$ cat src/rtl/exr_pkg.sv
package exr_pkg;

    typedef enum logic [1:0] {
        MODE_IDLE   = 2'd0,
        MODE_VERIFY = 2'd1,
        MODE_CONT   = 2'd2,
        MODE_FAIL   = 2'd3
    } mode_e;

    typedef enum logic [1:0] {
        VP_WRITE = 2'd0,
        VP_READ  = 2'd1,
        VP_DRAIN = 2'd2
    } vphase_e;

    typedef enum logic [1:0] {
        CP_WRITE = 2'd0,
        CP_FILL  = 2'd1,
        CP_READ  = 2'd2
    } cphase_e;

    // Module actually used: a single-module build always targets module 0.
    function automatic logic pick_module(input logic two_modules, input logic sel);
        return two_modules & sel;
    endfunction

endpackage

$ cat src/rtl/exr_addr_sweep.sv
module exr_addr_sweep #(
    parameter int ADDR_W = 12
) (
    input  logic              clk,
    input  logic              rst,
    input  logic              clr,
    input  logic              step,
    output logic [ADDR_W-1:0] addr,
    output logic              at_end
);
    localparam logic [ADDR_W-1:0] LAST = '1;

    always_ff @(posedge clk) begin
        if (rst || clr)
            addr <= '0;
        else if (step)
            addr <= addr + 1'b1;
    end

    assign at_end = (addr == LAST);

    // stepping past the last word lands on address 0
    assert_wrap_to_zero_R7: assert property (@(posedge clk) disable iff (rst)
        (step && !clr && at_end) |=> (addr == '0));

    // a step without clear advances by exactly one
    assert_step_by_one_R3: assert property (@(posedge clk) disable iff (rst)
        (step && !clr) |=> (addr == $past(addr) + 1'b1));

endmodule

$ cat src/rtl/exr_read_check.sv
module exr_read_check #(
    parameter int DATA_W = 16,
    parameter int ADDR_W = 12
) (
    input  logic              clk,
    input  logic              rst,
    input  logic              issue,
    input  logic [ADDR_W-1:0] issue_addr,
    input  logic [DATA_W-1:0] rdata,
    input  logic [DATA_W-1:0] expected,
    output logic              mism,
    output logic [ADDR_W-1:0] mism_addr,
    output logic [DATA_W-1:0] actual
);
    logic              pend_v;
    logic [ADDR_W-1:0] pend_addr;

    always_ff @(posedge clk) begin
        if (rst) begin
            pend_v    <= 1'b0;
            pend_addr <= '0;
        end else begin
            pend_v    <= issue;
            pend_addr <= issue_addr;
        end
    end

    assign mism      = pend_v && (rdata != expected);
    assign mism_addr = pend_addr;
    assign actual    = rdata;

endmodule

$ cat src/rtl/exr_ctrl.sv
module exr_ctrl
    import exr_pkg::*;
#(
    parameter int DATA_W = 16,
    parameter int ADDR_W = 12,
    parameter int PASS_W = 16
) (
    input  logic              clk,
    input  logic              rst,
    input  logic              start,
    input  logic [DATA_W-1:0] pattern_in,
    input  logic              module_sel,
    input  logic              cfg_8k,
    input  logic              adv_int,
    input  logic              cont_write,
    input  logic              exit_req,
    input  logic              at_end,
    input  logic [ADDR_W-1:0] addr,
    input  logic              mism,
    input  logic [ADDR_W-1:0] mism_addr,
    input  logic [DATA_W-1:0] actual,
    output logic              sweep_clr,
    output logic              sweep_step,
    output logic              rd_issue,
    output logic              mem_en,
    output logic              mem_we,
    output logic              mem_mod,
    output logic [DATA_W-1:0] pattern,
    output logic [1:0]        mode,
    output logic [PASS_W-1:0] pass_count,
    output logic              err_valid,
    output logic              err_module,
    output logic [ADDR_W-1:0] err_addr,
    output logic [DATA_W-1:0] err_actual,
    output logic [DATA_W-1:0] err_expected,
    output logic              cont_mismatch
);
    typedef struct packed {
        logic [DATA_W-1:0] pattern;
        logic              two_mod;
        logic              module_id;
    } run_cfg_t;

    typedef struct packed {
        logic              valid;
        logic              module_id;
        logic [ADDR_W-1:0] addr;
        logic [DATA_W-1:0] actual;
        logic [DATA_W-1:0] expected;
    } err_rec_t;

    mode_e             mode_q;
    vphase_e           vph_q;
    cphase_e           cph_q;
    run_cfg_t          cfg_q;
    err_rec_t          err_q;
    logic [PASS_W-1:0] pass_q;
    logic              sticky_q;

    logic in_verify, in_cont, escalate;

    assign in_verify = (mode_q == MODE_VERIFY);
    assign in_cont   = (mode_q == MODE_CONT);
    assign escalate  = in_verify && adv_int && !exit_req && !mism;

    always_comb begin
        mem_en = (in_verify && vph_q != VP_DRAIN) || in_cont;
        mem_we = (in_verify && vph_q == VP_WRITE) || (in_cont && cph_q != CP_READ);
    end

    assign rd_issue   = mem_en && !mem_we;
    assign sweep_step = mem_en;
    assign sweep_clr  = (mode_q == MODE_IDLE) || escalate;
    assign mem_mod    = cfg_q.module_id;
    assign pattern    = cfg_q.pattern;

    always_ff @(posedge clk) begin
        if (rst) begin
            mode_q   <= MODE_IDLE;
            vph_q    <= VP_WRITE;
            cph_q    <= CP_WRITE;
            cfg_q    <= '0;
            err_q    <= '0;
            pass_q   <= '0;
            sticky_q <= 1'b0;
        end else begin
            unique case (mode_q)
                MODE_IDLE: begin
                    if (start) begin
                        cfg_q.pattern   <= pattern_in;
                        cfg_q.two_mod   <= cfg_8k;
                        cfg_q.module_id <= pick_module(cfg_8k, module_sel);
                        mode_q          <= MODE_VERIFY;
                        vph_q           <= VP_WRITE;
                        pass_q          <= '0;
                        err_q           <= '0;
                        sticky_q        <= 1'b0;
                    end
                end
                MODE_VERIFY: begin
                    if (exit_req) begin
                        mode_q <= MODE_IDLE;
                    end else if (mism) begin
                        mode_q          <= MODE_FAIL;
                        err_q.valid     <= 1'b1;
                        err_q.module_id <= cfg_q.module_id;
                        err_q.addr      <= mism_addr;
                        err_q.actual    <= actual;
                        err_q.expected  <= cfg_q.pattern;
                    end else if (adv_int) begin
                        mode_q <= MODE_CONT;
                        cph_q  <= cont_write ? CP_WRITE : CP_FILL;
                    end else begin
                        unique case (vph_q)
                            VP_WRITE: if (at_end) vph_q <= VP_READ;
                            VP_READ:  if (at_end) vph_q <= VP_DRAIN;
                            default: begin
                                vph_q  <= VP_WRITE;
                                pass_q <= pass_q + 1'b1;
                            end
                        endcase
                    end
                end
                MODE_CONT: begin
                    if (exit_req) begin
                        mode_q <= MODE_IDLE;
                    end else begin
                        if (mism && cph_q == CP_READ)
                            sticky_q <= 1'b1;
                        if (cph_q == CP_FILL && at_end)
                            cph_q <= CP_READ;
                    end
                end
                default: begin
                    if (exit_req)
                        mode_q <= MODE_IDLE;
                end
            endcase
        end
    end

    assign mode          = mode_q;
    assign pass_count    = pass_q;
    assign err_valid     = err_q.valid;
    assign err_module    = err_q.module_id;
    assign err_addr      = err_q.addr;
    assign err_actual    = err_q.actual;
    assign err_expected  = err_q.expected;
    assign cont_mismatch = sticky_q;

    // a failed run stays failed until exit
    assert_fail_holds_R5: assert property (@(posedge clk) disable iff (rst)
        (mode_q == MODE_FAIL && !exit_req) |=> (mode_q == MODE_FAIL));

    // a failed run issues no access
    assert_fail_quiet_R5: assert property (@(posedge clk) disable iff (rst)
        (mode_q == MODE_FAIL) |-> !mem_en);

    // the captured report reflects a real difference seen by the checker
    assert_err_differs_R5: assert property (@(posedge clk) disable iff (rst)
        (in_verify && mism && !exit_req) |=> (mode_q == MODE_FAIL && err_actual != err_expected));

    // outside a start, the pass count holds or rises by one
    assert_pass_step_R4: assert property (@(posedge clk) disable iff (rst)
        !(mode_q == MODE_IDLE && start) |=>
            (pass_q == $past(pass_q) || pass_q == $past(pass_q) + 1'b1));

    // single-module configuration never addresses module 1
    assert_mod_single_R2: assert property (@(posedge clk) disable iff (rst)
        (mem_en && !cfg_q.two_mod) |-> (mem_mod == 1'b0));

    // continuous mode is reachable only from verify
    assert_no_cont_from_idle_R6: assert property (@(posedge clk) disable iff (rst)
        (mode_q != MODE_VERIFY && mode_q != MODE_CONT) |=> (mode_q != MODE_CONT));

    // once reading in continuous mode, no write follows while it lasts
    assert_cont_read_stays_R8: assert property (@(posedge clk) disable iff (rst)
        (in_cont && cph_q == CP_READ && !exit_req) |=> (in_cont && !mem_we));

    // exit returns to idle on that edge
    assert_exit_idle_R9: assert property (@(posedge clk) disable iff (rst)
        (exit_req && mode_q != MODE_IDLE) |=> (mode_q == MODE_IDLE && !mem_en));

    // the reset state holds on the edge after reset
    assert_reset_state_R10: assert property (@(posedge clk)
        rst |=> (mode_q == MODE_IDLE && pass_q == '0 && !err_q.valid && !sticky_q));

endmodule

$ cat src/rtl/pattern_exerciser.sv
module pattern_exerciser #(
    parameter int DATA_W = 16,
    parameter int ADDR_W = 12,
    parameter int PASS_W = 16
) (
    input  logic              clk,
    input  logic              rst,
    input  logic              start,
    input  logic [DATA_W-1:0] pattern_in,
    input  logic              module_sel,
    input  logic              cfg_8k,
    input  logic              adv_int,
    input  logic              cont_write,
    input  logic              exit_req,
    output logic              mem_en,
    output logic              mem_we,
    output logic              mem_mod,
    output logic [ADDR_W-1:0] mem_addr,
    output logic [DATA_W-1:0] mem_wdata,
    input  logic [DATA_W-1:0] mem_rdata,
    output logic [1:0]        mode,
    output logic [PASS_W-1:0] pass_count,
    output logic              err_valid,
    output logic              err_module,
    output logic [ADDR_W-1:0] err_addr,
    output logic [DATA_W-1:0] err_actual,
    output logic [DATA_W-1:0] err_expected,
    output logic              cont_mismatch
);
    logic              sweep_clr, sweep_step, at_end, rd_issue, mism;
    logic [ADDR_W-1:0] addr, mism_addr;
    logic [DATA_W-1:0] pattern, actual;

    exr_addr_sweep #(.ADDR_W(ADDR_W)) u_sweep (
        .clk    (clk),
        .rst    (rst),
        .clr    (sweep_clr),
        .step   (sweep_step),
        .addr   (addr),
        .at_end (at_end)
    );

    exr_read_check #(.DATA_W(DATA_W), .ADDR_W(ADDR_W)) u_check (
        .clk        (clk),
        .rst        (rst),
        .issue      (rd_issue),
        .issue_addr (addr),
        .rdata      (mem_rdata),
        .expected   (pattern),
        .mism       (mism),
        .mism_addr  (mism_addr),
        .actual     (actual)
    );

    exr_ctrl #(.DATA_W(DATA_W), .ADDR_W(ADDR_W), .PASS_W(PASS_W)) u_ctrl (
        .clk           (clk),
        .rst           (rst),
        .start         (start),
        .pattern_in    (pattern_in),
        .module_sel    (module_sel),
        .cfg_8k        (cfg_8k),
        .adv_int       (adv_int),
        .cont_write    (cont_write),
        .exit_req      (exit_req),
        .at_end        (at_end),
        .addr          (addr),
        .mism          (mism),
        .mism_addr     (mism_addr),
        .actual        (actual),
        .sweep_clr     (sweep_clr),
        .sweep_step    (sweep_step),
        .rd_issue      (rd_issue),
        .mem_en        (mem_en),
        .mem_we        (mem_we),
        .mem_mod       (mem_mod),
        .pattern       (pattern),
        .mode          (mode),
        .pass_count    (pass_count),
        .err_valid     (err_valid),
        .err_module    (err_module),
        .err_addr      (err_addr),
        .err_actual    (err_actual),
        .err_expected  (err_expected),
        .cont_mismatch (cont_mismatch)
    );

    assign mem_addr  = addr;
    assign mem_wdata = pattern;

endmodule

$ cat config.mk
export PLATFORM = sky130hd
export DESIGN_NAME = pattern_exerciser
export DESIGN_NICKNAME = d
export VERILOG_FILES = /design/src/rtl/exr_pkg.sv /design/src/rtl/exr_addr_sweep.sv /design/src/rtl/exr_read_check.sv /design/src/rtl/exr_ctrl.sv /design/src/rtl/pattern_exerciser.sv
export SDC_FILE = /design/constraint.sdc
export NUM_CORES = 1
export LEC_CHECK = 0
export CAP_MARGIN = 20
export CORE_MARGIN = 2
export CORE_UTILIZATION = 51
export DETAILED_ROUTE_END_ITERATION = 10
export PLACE_DENSITY_LB_ADDON = 0.2
export SYNTH_ARGS = -nofsm -noshare
export SYNTH_HDL_FRONTEND = slang
export SYNTH_HIERARCHICAL = 1
export SYNTH_SLANG_ARGS = --single-unit
export TNS_END_PERCENT = 50
$ cat constraint.sdc
create_clock -name clk -period 7.1 [get_ports clk]
set_input_delay 2.13 -clock clk [delete_from_list [all_inputs] [get_ports clk]]
set_output_delay 2.13 -clock clk [all_outputs]
set_load 0.005 [all_outputs]
==> results.json <==
{
  "ys_seq_area_share_pct": 49.1,
  "drc_errors": 0,
  "synth_warnings": 6,
  "portBuffers": 135,
  "drv_slew": 0,
  "grt_pass1_vias": 3852,
  "setup_viol": 0,
  "ys_ff_latch": 111,
  "avgSynthCellArea_um2": 8.92,
  "peakVddDrop_uv": 129,
  "grtUsageTotal_pct": 24.2,
  "cpPeakStageDelay_ns": 0.57,
  "cts_made_buffers": 9,
  "initial_core_util_pct": 52.1,
  "fp.dieH_um": 98.2,
  "first_pass_iters": 5,
  "synth.distinct_cells": 48,
  "vias": 4079,
  "syn-num-nets": 549,
  "grt_start_max_net_pins": 49,
  "power_density_mw_per_mm2": 191,
  "diodes": 0,
  "dp_hpwl_um": 8260,
  "finalHoldViolations": 0,
  "final_core_util_pct": 68.9,
  "rsz0062_at_grt": "false",
  "antenna_found_initial": 0,
  "clkTransAtPathRegs_ns": 0.11,
  "ios": 136,
  "slew_headroom_pct": 36.0,
  "htreeDepth": 3,
  "row_count": 34,
  "status": "complete, no violations",
  "drt_iter0_markers": 176,
  "clock_skew_ns": 0.0175,
  "die-area_mm2": 0.00964,
  "grt_pass1_wl_um": 18900,
  "p_leak_uw": 0.00197,
  "syn_to_final_growth_pct": 32.3,
  "fin_crit_sh_pct": 69.0,
  "fin_tns_setup_ns": 0,
  "cts-resized-gates": 0,
  "worstSetupEndpointType": "flip-flop",
  "cts_root_buffer": "clkbuf_8",
  "drive_gt1_share_pct": 5.06,
  "max_freq_ghz": 0.204,
  "path_class": "primary input to flip-flop",
  "die_width_um": 98.2,
  "cap_violations": 0,
  "required_ns": 7.41,
  "worstSkewPairLatency_ns": 0.38,
  "period_needed_ns": 4.90,
  "place_congestion": 0.867,
  "worstHoldPathType": "flip-flop to flip-flop",
  "grt_overflow": 0,
  "start_kind": "primary input",
  "netlist_instances": 507,
  "ctsHoldBuffers": 0,
  "cts.sinks": 111,
  "final_cell_mix": "134 x clkdlybuf4s50_1, 111 x dfxtp_1, 58 x nor2_1",
  "cts_tree": "built",
  "synth_area_mm2": 0.00452,
  "cts_buffer_depth": 2,
  "arrival_ns": 5.22,
  "max_slew.worst_pin.slew_ns": 0.959,
  "reg2reg_depth": 7,
  "post_cts_buffers": 0,
  "coreArea_mm2": 0.00868,
  "final_common_cell": "clkdlybuf4s50_1",
  "worstHoldPathCells": 2,
  "crit_path_top_delay_cell": "o41a_1",
  "path_cells": "clkdlybuf4s50_1 > xnor2_1 > nand4_1 > o41a_1 > or3b_1 > a221o_1 > or4_1 > a21oi_1",
  "ant_nets": 0,
  "wl_um": 11800,
  "wl_per_cell_um": 16.3,
  "crit_fanout": 17,
  "nets": 650,
  "vias_per_cell": 5.66
}
-- sequential cells by signal, summed over array words and instances (netlist names) --
register and cells:
u_check/mism_addr 12, u_check/pend_v 1, u_ctrl/cont_mismatch 1, u_ctrl/cph_q 2
u_ctrl/err_actual 16, u_ctrl/err_addr 12, u_ctrl/err_expected 16, u_ctrl/err_module 1
u_ctrl/err_valid 1, u_ctrl/mem_mod 1, u_ctrl/mode 2, u_ctrl/pass_count 16
u_ctrl/pattern 16, u_ctrl/vph_q 2, u_sweep/addr 12
-- kinds of logic after synthesis --
family	synth area share, %
compound gates	17.9
flops	49.1
mux	0.664
xor+xnor	4.07
fa+ha+maj	0.553
simple gates	21.3
buf+inv	6.36
-- path summary, 6_finish.rpt --
check        slack (ns)                  from              endpoint
min                0.50  u_check/mism_addr[1]    u_ctrl/err_addr[1]
max reg2reg        4.00    u_ctrl/pattern[10]  u_ctrl/pass_count[5]
max                2.20         mem_rdata[10]  u_ctrl/pass_count[5]
min reg2reg        0.50  u_check/mism_addr[1]    u_ctrl/err_addr[1]
-- power breakdown --
group / switching, uW / internal, uW
Clock: 222 / 170
Combinational: 55.4 / 54.2
Sequential: 12.7 / 631
Total: 290 / 855
-- area by class of cell --
class                           count  area [um2]
Tap cell                          108         135
Timing Repair Buffer              139        1380
Inverter                            5        18.8
Multi-Input combinational cell    342        2020
Fill cell                         702        2700
Clock buffer                        9         124
Sequential cell                   111        2220
Clock inverter                      7        86.3
-- critical path, delay by kind of cell --
kind | cells | cell delay, ns
AO/OA/AOI/OAI | 3 | 1.28
XOR/XNOR | 1 | 0.14
buffers and inverters | 1 | 0.52
AND/OR/NAND/NOR | 3 | 1.14
-- synth_stat cells, drive strengths merged --
library cell | number | area [um2]
o21ai | 10 | 50.1
or3 | 11 | 71.3
a21o | 2 | 15.0
a22oi | 45 | 338
nor4 | 5 | 37.5
ha | 2 | 25.0
a31oi | 1 | 6.26
and3 | 1 | 6.26
o21bai | 1 | 7.51
or2 | 2 | 12.5
or4 | 11 | 82.6
a221o | 2 | 20.0
dfxtp | 111 | 2220
a211oi | 1 | 7.51
o21ba | 1 | 10.0
nand2b | 4 | 25.0
a21oi | 39 | 195
o31a | 3 | 26.3
nand3b | 1 | 7.51
and2 | 1 | 6.26
nand4 | 12 | 75.1
mux2i | 3 | 30.0
or3b | 2 | 17.5
nor2 | 58 | 218
nor3b | 1 | 7.51
nand2 | 54 | 203
xor2 | 4 | 35.0
o41a | 1 | 11.3
o21a | 2 | 15.0
a41oi | 2 | 17.5
nor3 | 2 | 10.0
buf | 27 | 186
o311ai | 1 | 8.76
nand3 | 8 | 45.0
and4 | 3 | 26.3
o31ai | 10 | 75.1
clkbuf | 22 | 82.6
inv | 5 | 18.8
nor2b | 18 | 113
o211ai | 1 | 7.51
xnor2 | 17 | 149
-- routing by layer --
layer	vias up	routed length (um)	global-route usage (%)
li1	1978	-	-
met1	1934	5010	31.2
met2	150	5700	39.9
met3	17	754	4.72
met4	0	295	10.2
met5	-	0	0
-- per-stage QoR --
stage               area (um2)  total power, uW  worst slack (ns)  hold WS (ns)  instances
floorplan                 4520              716              2.73         0.455        507
finish                    5980             1140              2.20         0.495        721
global placement          5770              765              1.93         0.461        705
global route              5980             1190              2.05         0.521        721
CTS                       5980             1150              2.22         0.501        721
detailed placement        5770              767              1.86         0.471        705
Power figures use the tool's default switching activity.
